$ cat src/rtl/pcm_serial_tx_pkg.sv
package pcm_serial_tx_pkg;
  localparam int WORD_W = 32;
  typedef enum logic [1:0] {
    FRM_I2S   = 2'd0,
    FRM_LEFT  = 2'd1,
    FRM_RIGHT = 2'd2,
    FRM_ALT   = 2'd3
  } frame_mode_e;
endpackage

$ cat src/rtl/pcm_tx_bitclk.sv
module pcm_tx_bitclk #(
  parameter int DIV_W = 8
) (
  input  logic             clk,
  input  logic             rst_n,
  input  logic             en,
  input  logic [DIV_W-1:0] clk_div,
  output logic             sclk,
  output logic             fall_stb
);
  localparam logic [DIV_W-1:0] ONE = DIV_W'(1);

  logic [DIV_W-1:0] cnt_q;
  logic [DIV_W-1:0] div_eff;
  logic             tick;

  assign div_eff  = (clk_div == '0) ? ONE : clk_div;
  assign tick     = en && (cnt_q >= div_eff - ONE);
  assign fall_stb = tick && sclk;

  always_ff @(posedge clk) begin
    if (!rst_n || !en) begin
      cnt_q <= '0;
      sclk  <= 1'b0;
    end else if (tick) begin
      cnt_q <= '0;
      sclk  <= ~sclk;
    end else begin
      cnt_q <= cnt_q + ONE;
    end
  end

  AST_SCLK_IDLE: assert property (@(posedge clk) disable iff (!rst_n)
    !en |=> !sclk);
endmodule

$ cat src/rtl/pcm_tx_stage.sv
module pcm_tx_stage #(
  parameter int MAX_PAIRS = 5,
  parameter int PAIR_W    = 3
) (
  input  logic              clk,
  input  logic              rst_n,
  input  logic              packed_mem,
  input  logic [PAIR_W-1:0] npairs,
  input  logic              take,
  input  logic              s_valid,
  output logic              s_ready,
  input  logic [31:0]       s_data,
  output logic              full,
  output logic [31:0]       stg [2*MAX_PAIRS]
);
  localparam int CNT_W = PAIR_W + 1;

  logic [CNT_W-1:0] cnt_q;
  logic [CNT_W-1:0] needed;

  assign needed  = packed_mem ? {1'b0, npairs} : {npairs, 1'b0};
  assign full    = (cnt_q == needed);
  assign s_ready = (cnt_q < needed) && !take;

  always_ff @(posedge clk) begin
    if (!rst_n) begin
      cnt_q <= '0;
      for (int i = 0; i < 2*MAX_PAIRS; i++) stg[i] <= '0;
    end else if (take) begin
      cnt_q <= '0;
    end else if (s_valid && s_ready) begin
      stg[cnt_q] <= s_data;
      cnt_q      <= cnt_q + CNT_W'(1);
    end
  end

  AST_NO_OVERFLOW: assert property (@(posedge clk) disable iff (!rst_n)
    cnt_q <= needed);
endmodule

$ cat src/rtl/pcm_tx_frame.sv
module pcm_tx_frame
  import pcm_serial_tx_pkg::*;
#(
  parameter int MAX_PAIRS = 5,
  parameter int PAIR_W    = 3
) (
  input  logic                 clk,
  input  logic                 rst_n,
  input  logic                 run,
  input  logic                 fall,
  input  logic                 sclk,
  input  logic [1:0]           frame_mode,
  input  logic                 wide_slot,
  input  logic                 narrow_data,
  input  logic                 packed_mem,
  input  logic [PAIR_W-1:0]    npairs,
  input  logic                 full,
  input  logic [31:0]          stg [2*MAX_PAIRS],
  output logic                 active,
  output logic                 load,
  output logic                 underflow,
  output logic                 ws,
  output logic [MAX_PAIRS-1:0] sd
);
  frame_mode_e mode;
  logic [5:0]  bit_q, sb, fb_last, dw, off, pos, idx, nxt;
  logic        upper;

  assign mode    = frame_mode_e'(frame_mode);
  assign sb      = wide_slot ? 6'd32 : 6'd16;
  assign fb_last = wide_slot ? 6'd63 : 6'd31;
  assign dw      = wide_slot ? (narrow_data ? 6'd24 : 6'd32) : 6'd16;
  assign off     = (mode == FRM_RIGHT) ? (sb - dw) : 6'd0;
  assign upper   = (bit_q >= sb);
  assign pos     = upper ? (bit_q - sb) : bit_q;
  assign idx     = 6'd31 - (pos - off);
  assign nxt     = (bit_q == fb_last) ? 6'd0 : bit_q + 6'd1;
  assign load    = run && (!active || (fall && bit_q == fb_last));

  always_comb begin
    if (mode == FRM_I2S) ws = active && (nxt >= sb);
    else                 ws = active && (bit_q < sb);
  end

  always_ff @(posedge clk) begin
    if (!rst_n) begin
      active    <= 1'b0;
      bit_q     <= '0;
      underflow <= 1'b0;
    end else begin
      active    <= run;
      underflow <= load && active && !full;
      if (!run)      bit_q <= '0;
      else if (load) bit_q <= '0;
      else if (fall) bit_q <= bit_q + 6'd1;
    end
  end

  for (genvar l = 0; l < MAX_PAIRS; l++) begin : g_lane
    logic [31:0] l_new, r_new, l_q, r_q, v;
    always_comb begin
      if (packed_mem) begin
        l_new = {stg[l][31:16], 16'h0};
        r_new = {stg[l][15:0], 16'h0};
      end else begin
        l_new = stg[2*l];
        r_new = stg[2*l+1];
      end
      if (wide_slot && narrow_data) begin
        l_new[7:0] = 8'h0;
        r_new[7:0] = 8'h0;
      end
    end
    always_ff @(posedge clk) begin
      if (!rst_n) begin
        l_q <= '0;
        r_q <= '0;
      end else if (load) begin
        l_q <= full ? l_new : '0;
        r_q <= full ? r_new : '0;
      end
    end
    assign v     = upper ? r_q : l_q;
    assign sd[l] = active && (npairs > PAIR_W'(l)) && (pos >= off) && v[idx[4:0]];
  end

  AST_SD_ON_FALL: assert property (@(posedge clk) disable iff (!rst_n)
    (active && $past(active) && sd != $past(sd)) |-> $fell(sclk));
  AST_WS_ON_FALL: assert property (@(posedge clk) disable iff (!rst_n)
    (active && $past(active) && ws != $past(ws)) |-> $fell(sclk));
  AST_UNF_PULSE: assert property (@(posedge clk) disable iff (!rst_n)
    underflow |=> !underflow);
  AST_IDLE_LOW: assert property (@(posedge clk) disable iff (!rst_n)
    !run |=> (!ws && sd == '0 && !underflow));
endmodule

$ cat src/rtl/pcm_serial_tx.sv
module pcm_serial_tx #(
  parameter int MAX_PAIRS = 5,
  parameter int DIV_W     = 8,
  parameter int PAIR_W    = $clog2(MAX_PAIRS + 1)
) (
  input  logic                 clk,
  input  logic                 rst_n,
  input  logic                 run,
  input  logic [1:0]           frame_mode,
  input  logic                 wide_slot,
  input  logic                 narrow_data,
  input  logic                 packed_mem,
  input  logic [PAIR_W-1:0]    pair_count,
  input  logic [DIV_W-1:0]     clk_div,
  input  logic                 s_valid,
  output logic                 s_ready,
  input  logic [31:0]          s_data,
  output logic                 sclk,
  output logic                 ws,
  output logic [MAX_PAIRS-1:0] sd,
  output logic                 underflow
);
  localparam logic [PAIR_W-1:0] PAIR_MAX = PAIR_W'(MAX_PAIRS);

  logic [PAIR_W-1:0] npairs;
  logic              active, load, fall, full;
  logic [31:0]       stg [2*MAX_PAIRS];

  assign npairs = (pair_count == '0)      ? PAIR_W'(1) :
                  (pair_count > PAIR_MAX) ? PAIR_MAX   : pair_count;

  pcm_tx_bitclk #(.DIV_W(DIV_W)) u_bitclk (
    .clk(clk), .rst_n(rst_n), .en(active && run), .clk_div(clk_div),
    .sclk(sclk), .fall_stb(fall)
  );

  pcm_tx_stage #(.MAX_PAIRS(MAX_PAIRS), .PAIR_W(PAIR_W)) u_stage (
    .clk(clk), .rst_n(rst_n), .packed_mem(packed_mem), .npairs(npairs),
    .take(load), .s_valid(s_valid), .s_ready(s_ready), .s_data(s_data),
    .full(full), .stg(stg)
  );

  pcm_tx_frame #(.MAX_PAIRS(MAX_PAIRS), .PAIR_W(PAIR_W)) u_frame (
    .clk(clk), .rst_n(rst_n), .run(run), .fall(fall), .sclk(sclk),
    .frame_mode(frame_mode), .wide_slot(wide_slot), .narrow_data(narrow_data),
    .packed_mem(packed_mem), .npairs(npairs), .full(full), .stg(stg),
    .active(active), .load(load), .underflow(underflow), .ws(ws), .sd(sd)
  );
endmodule

$ cat config.mk
export PLATFORM = sky130hd
export DESIGN_NAME = pcm_serial_tx
export DESIGN_NICKNAME = d
export VERILOG_FILES = /design/src/rtl/pcm_serial_tx_pkg.sv /design/src/rtl/pcm_tx_bitclk.sv /design/src/rtl/pcm_tx_stage.sv /design/src/rtl/pcm_tx_frame.sv /design/src/rtl/pcm_serial_tx.sv
export SDC_FILE = /design/constraint.sdc
export NUM_CORES = 1
export LEC_CHECK = 0
export BUFFER_PORTS_ARGS = -buffer_cell sky130_fd_sc_hd__buf_2
export CORE_UTILIZATION = 30
export CTS_BUF_LIST = sky130_fd_sc_hd__clkbuf_16
export DETAILED_ROUTE_END_ITERATION = 10
export GPL_TIMING_DRIVEN = 0
export PLACE_DENSITY = 0.49
export SETUP_SLACK_MARGIN = 0.1
export SLEW_MARGIN = 25
export SYNTH_ARGS = -nofsm -noshare
export SYNTH_HDL_FRONTEND = slang
export SYNTH_SLANG_ARGS = --single-unit
export TNS_END_PERCENT = 10
$ cat constraint.sdc
create_clock -name clk -period 3.1 [get_ports clk]
set_clock_uncertainty 0.1 [all_clocks]
set_input_delay 0.155 -clock clk [delete_from_list [all_inputs] [get_ports clk]]
set_output_delay 0.155 -clock clk [all_outputs]
set_load 0.01 [all_outputs]
; ---- After elaboration in Yosys (flattened, before gate mapping)
; Cells that the tools add are included.
[op_classes]
n_addsub = 8
magnitude_cmp = 15
n_eq_ne = 3
mux = 60
n_bitwise = 5
reduce_logical = 42
[ops]
columns = cell, count
row1 = $mux W32, 25
row2 = $bwmux W320, 1
row3 = $demux W32 S4, 1
row4 = $mux W8, 11
row5 = $mux W6, 7
row6 = $logic_and A1 B1 Y1, 28
row7 = $bmux W1 S5, 5
row8 = $ge A6 B6 Y1, 3
row9 = $mux W16, 1
row10 = $sub A6 B6 Y6, 2
row11 = $add A8 B1 Y8 const B, 1
row12 = $ge A8 B8 Y1, 1
row13 = $logic_not A8 Y1, 1
row14 = $sub A8 B1 Y8 const B, 1
row15 = $add A6 B1 Y6 const B, 1
row16 = $eq A6 B6 Y1, 1
row17 = $gt A3 B1 Y1 const B, 2
row18 = $gt A3 B2 Y1 const B, 2
row19 = $gt A3 B3 Y1 const B, 2
row20 = $lt A5 B6 Y1 const B, 1
row21 = $lt A6 B6 Y1, 1
row22 = $mux W1, 6
row23 = $mux W3, 2
row24 = $ge A5 B5 Y1 const B, 1
row25 = other kinds (17), 26
[word_totals]
register_bits = 661
inputBits = 52
out_inout_bits = 9
word_cells = 159

; ---- Depth between registers and ports, before layout
[depth]
ltp_word = 13
mapped_depth = 17
ltp_nobuf = 14

; ---- By module
; Synthesis repeated with hierarchy kept, for this count alone.
[unflattened]
cells_unflattened = 3326
hier_area_um2 = 30382.9
[by_module_without_submodules]
columns = mod, n_inst, cells_each, area_per_inst_um2, seq_area_each_um2
row1 = pcm_tx_frame, 1, 2109, 17778.3, 6566.3
row2 = pcm_tx_stage, 1, 1133, 11811.3, 6486.2
row3 = pcm_tx_bitclk, 1, 79, 755.7, 180.2
row4 = pcm_serial_tx, 1, 5, 37.5, 0.0

; ---- Worst setup path before layout
; Ideal clock, no wire load.
[synth_path]
kind = reg-to-output
startpoint = register u_frame.bit_q[4]
endpoint = output sd[0]
t_arrival_ns = 3.047
required_time_ns = 2.845
setup_slack_ns = -0.202
path_stages_with_launch = 17
path_buffers = 4
path_cell_list = dfxtp_1 > buf_2 > inv_1 > ha_1 > fa_1 > buf_2 > buf_4 > o21ai_4 > nor2_1 > a21oi_1 > ha_1 > xnor2_1 > clkbuf_1 > nand3_1 > o31ai_1 > o22ai_1 > a21boi_0
[synth_between]
elab_chain_cells = 7
word_cells_on_any_way = 11
cone_classes = add/sub: 3 / order compare: 2 / mux: 4 / reduce/logical: 2
[synth_lines]
columns = element, line_no
row1 = "start, declared", pcm_tx_frame.sv:26  ; logic [5:0] bit_q, sb, fb_last, dw, off, pos, idx, nxt;
row2 = "start signal, assigned", pcm_tx_frame.sv:55  ; else if (fall) bit_q <= bit_q + 6'd1;
row3 = $sub A6 B6 Y6 / $ge A6 B6 Y1 (equally long branches), "pcm_tx_frame.sv:35, pcm_tx_frame.sv:34"
row4 = $mux W6, pcm_tx_frame.sv:35  ; assign pos = upper ? (bit_q - sb) : bit_q;
row5 = $sub A5 B5 Y5 (2 in series), pcm_tx_frame.sv:36  ; assign idx = 6'd31 - (pos - off);
row6 = $bmux W1 S5, pcm_tx_frame.sv:84  ; assign sd[l] = active && (npairs > PAIR_W'(l)) && (pos >= off) && v[idx[4:0]];
row7 = $mux W1 (implied by the code), pcm_tx_frame.sv:84
row8 = $logic_and A1 B1 Y1 *, pcm_tx_frame.sv:84
row9 = "end, declared", pcm_serial_tx.sv:20  ; output logic [MAX_PAIRS-1:0] sd,
; Mark *: on every way between the ends. The rest lies on a longest branch, timed or not. The select of a mux whose other input is x is not followed.

; ---- Worst setup path after layout
[layout_path]
startpoint = register u_frame.bit_q[4]
endpoint = output sd[2]
; The elaborated chain is that of the path after synthesis.

==> out/results.tsv <==
metric	value	unit
max_slew_margin	20.0	%
required	2.84	ns
antenna_found_initial	1	
hpwlAfterDp	87100	µm
drc_errors	0	
wl	123000	µm
synth_edf_count	0	
grt_usage	25.6	%
vdd.ir_drop.worst	0.326	mV
routedWlPerCell	29.9	µm
power_density	549	nW/µm²
violations	setup timing	
fillers	9170	
first_iter_violations	2388	
cts_htree_levels	3	
cp_max_fo	5	
gp_congestion	0.976	
ys_warn_count	0	
finalSetupViolations	6	
dp_cells	3947	
period_share	138	%
min-delay-start	s_data[31]	
drive_gt1_share	22.3	%
syn_inst	2643	
status	complete, but fails checks	
synth_area_leader_cell	dfxtp_1	
cts_root_buf	clkbuf_16	
synth.area.top_cells	dfxtp_1, mux2i_1, mux2_2	
startpoint	u_frame.bit_q[4]	
r2r_start	u_bitclk.cnt_q[0]	
cts.sinks	661	
clock.fmax	0.234	GHz
core	91900	µm²
synth_ff_type	dfxtp_1	
synth_top_area_share	47.3	%
pin_count	61	
hold_viol	0	
antenna_violating_nets_post_route	0	
grt_max_degree	14	
criticalPathCategory	reg2out	
die_x	307	µm
path_clk_slew	0.06	ns
finalNetCount	2913	
pre_cts_ws	-2.07	ns
clock_path_buffers	3	
netlist_area	28000	µm²
rsz0062_at_grt	yes	
vias	23176	
yosysUniqueCellTypes	74	
holdWs	0.0715	ns
portBuffers	57	
grt_pass1_vias	22678	
initial_core_util	30.4	%
synthArstFlopShare	0	%
grt_first_pass_wirelength	172000	µm
cap_violations	0	
finalNonFillerCells	4125	
ys_seq_area_share	47.3	%
ys_seq_elements	661	
start_kind	register	
period_needed	4.27	ns
die_area	94400	µm²
num_antenna_cells	0	
die_h	307	µm
dr.pass1.iters	7	
area_growth	21.4	%
hp-class	in2reg	
cts_tree	yes	
rows	111	
tightest_slew	1.20	ns
cts_buffers	74	
fin_ws	-1.17	ns
grt_overflow_total	0	
final_core_util	36.9	%
leakage	0.0149	µW
arrival	4.02	ns
avgSynthCellArea	10.6	µm²
drv_slew	0	
critPathCaptureType	output pin	
clock_latency	0.62	ns
viasPerCell	5.62	
==> cell usage after synthesis (all sizes together), types with 6 or more instances <==
| cell type | count |
|---|---|
| o21ai | 34 |
| buf | 117 |
| mux4 | 10 |
| o22ai | 7 |
| a31oi | 13 |
| inv | 15 |
| or4 | 8 |
| clkbuf | 116 |
| xnor2 | 12 |
| a22oi | 19 |
| ha | 28 |
| nand3 | 34 |
| mux2i | 409 |
| mux2 | 157 |
| nand2b | 8 |
| a211oi | 7 |
| dfxtp | 661 |
| xor2 | 7 |
| nor2 | 35 |
| o32ai | 6 |
| nor3 | 33 |
| o31ai | 8 |
| a32o | 160 |
| nor2b | 11 |
| a22o | 160 |
| and3 | 12 |
| or3 | 6 |
| nand2 | 439 |
| a21oi | 34 |
==> critical path: stages (launching register included) <==
cell      delay, ns
dfxtp_2        0.32
buf_6          0.10
inv_4          0.03
ha_4           0.14
fa_2           0.34
buf_6          0.14
buf_12         0.13
o21ai_4        0.06
buf_12         0.15
nor2_4         0.04
a21oi_4        0.13
ha_4           0.24
xnor2_4        0.15
nand2b_4       0.25
a221o_1        0.33
a221oi_2       0.30
a211oi_2       0.12
o32ai_2        0.20
buf_2          0.20
==> worst paths after layout <==
path | slack, ns | end | depth (start not counted)
setup / recovery | -1.17 | sd[2] | 18
hold / removal | 0.07 | u_stage.stg[255] | 3
setup reg to reg | 0.14 | u_stage.stg[57] | 11
hold reg to reg | 0.36 | u_stage.stg[20] | 2
==> registers in the layout (all words and copies together) (netlist names), 4 cells and up <==
signal              cells
u_stage.stg           320
u_frame.g_lane.l_q    160
u_frame.g_lane.r_q    160
u_bitclk.cnt_q          8
u_frame.bit_q           6
u_stage.cnt_q           4
==> routing by layer <==
layer,track usage (%),vias up,wire [µm]
met2,38.7,1058,53400
li1,-,10110,-
met4,13.7,0,7100
met3,5.14,284,9800
met5,0,-,0
met1,34.1,11724,53100
==> per-stage QoR <==
step	setup TNS [ns]	total power [µW]	area [µm²]
3_5_place_dp	-1021.98	9990	29900
3_3_place_gp	-1049.59	9970	29800
4_1_cts	-6.69	18500	33000
5_1_grt	-5.78	19100	33900
6_report	-5.42	18600	33900
2_1_floorplan	0	9380	28000
==> logic make-up after synthesis <==
group | Yosys count | share of synthesized area, %
compound gates | 495 | 15.2
fa+ha+maj | 29 | 1.32
xor+xnor | 19 | 0.595
other cells | 1 | 0.0134
flops | 661 | 47.3
mux | 576 | 21.8
simple gates | 612 | 9.36
buf+inv | 250 | 4.39
==> placed cells by master (no fill, tap or decap), types with 40 or more instances in the layout <==
master,count
dfxtp_1,658
nand2_1,425
mux2i_1,409
a32o_1,160
a22o_1,160
mux2_2,157
buf_4,79
clkbuf_16,76
clkbuf_1,74
buf_2,71
buf_6,40
==> repair_timing <==
| action | in CTS | in global routing |
|---|---|---|
| hold endpoints to repair | 7 | 0 |
| gates resized for setup | 174 | 190 |
| setup endpoints to repair | 666 | 654 |
| buffers inserted | 18 | 30 |
| hold buffers | 4 | 0 |
| pin swaps | 22 | 52 |
==> area by class of cell <==
| cell class | count | area [µm²] | area share, % |
|---|---|---|---|
| Inverter | 17 | 70.1 | 0.206 |
| Timing Repair Buffer | 112 | 835 | 2.46 |
| Multi-Input combinational cell | 1733 | 14200 | 41.8 |
| Clock inverter | 51 | 403 | 1.19 |
| Sequential cell | 661 | 13200 | 39.0 |
| Tap cell | 1243 | 1560 | 4.58 |
| Buffer | 233 | 1780 | 5.26 |
| Clock buffer | 75 | 1880 | 5.53 |
==> report_power, final <==
part           switching [µW]  internal [µW]  total (µW)
Combinational            1030            445        1480
Clock                    3740           4820        8550
Sequential               44.3           8540        8580
Note: power is estimated with default switching activity, not from simulation.
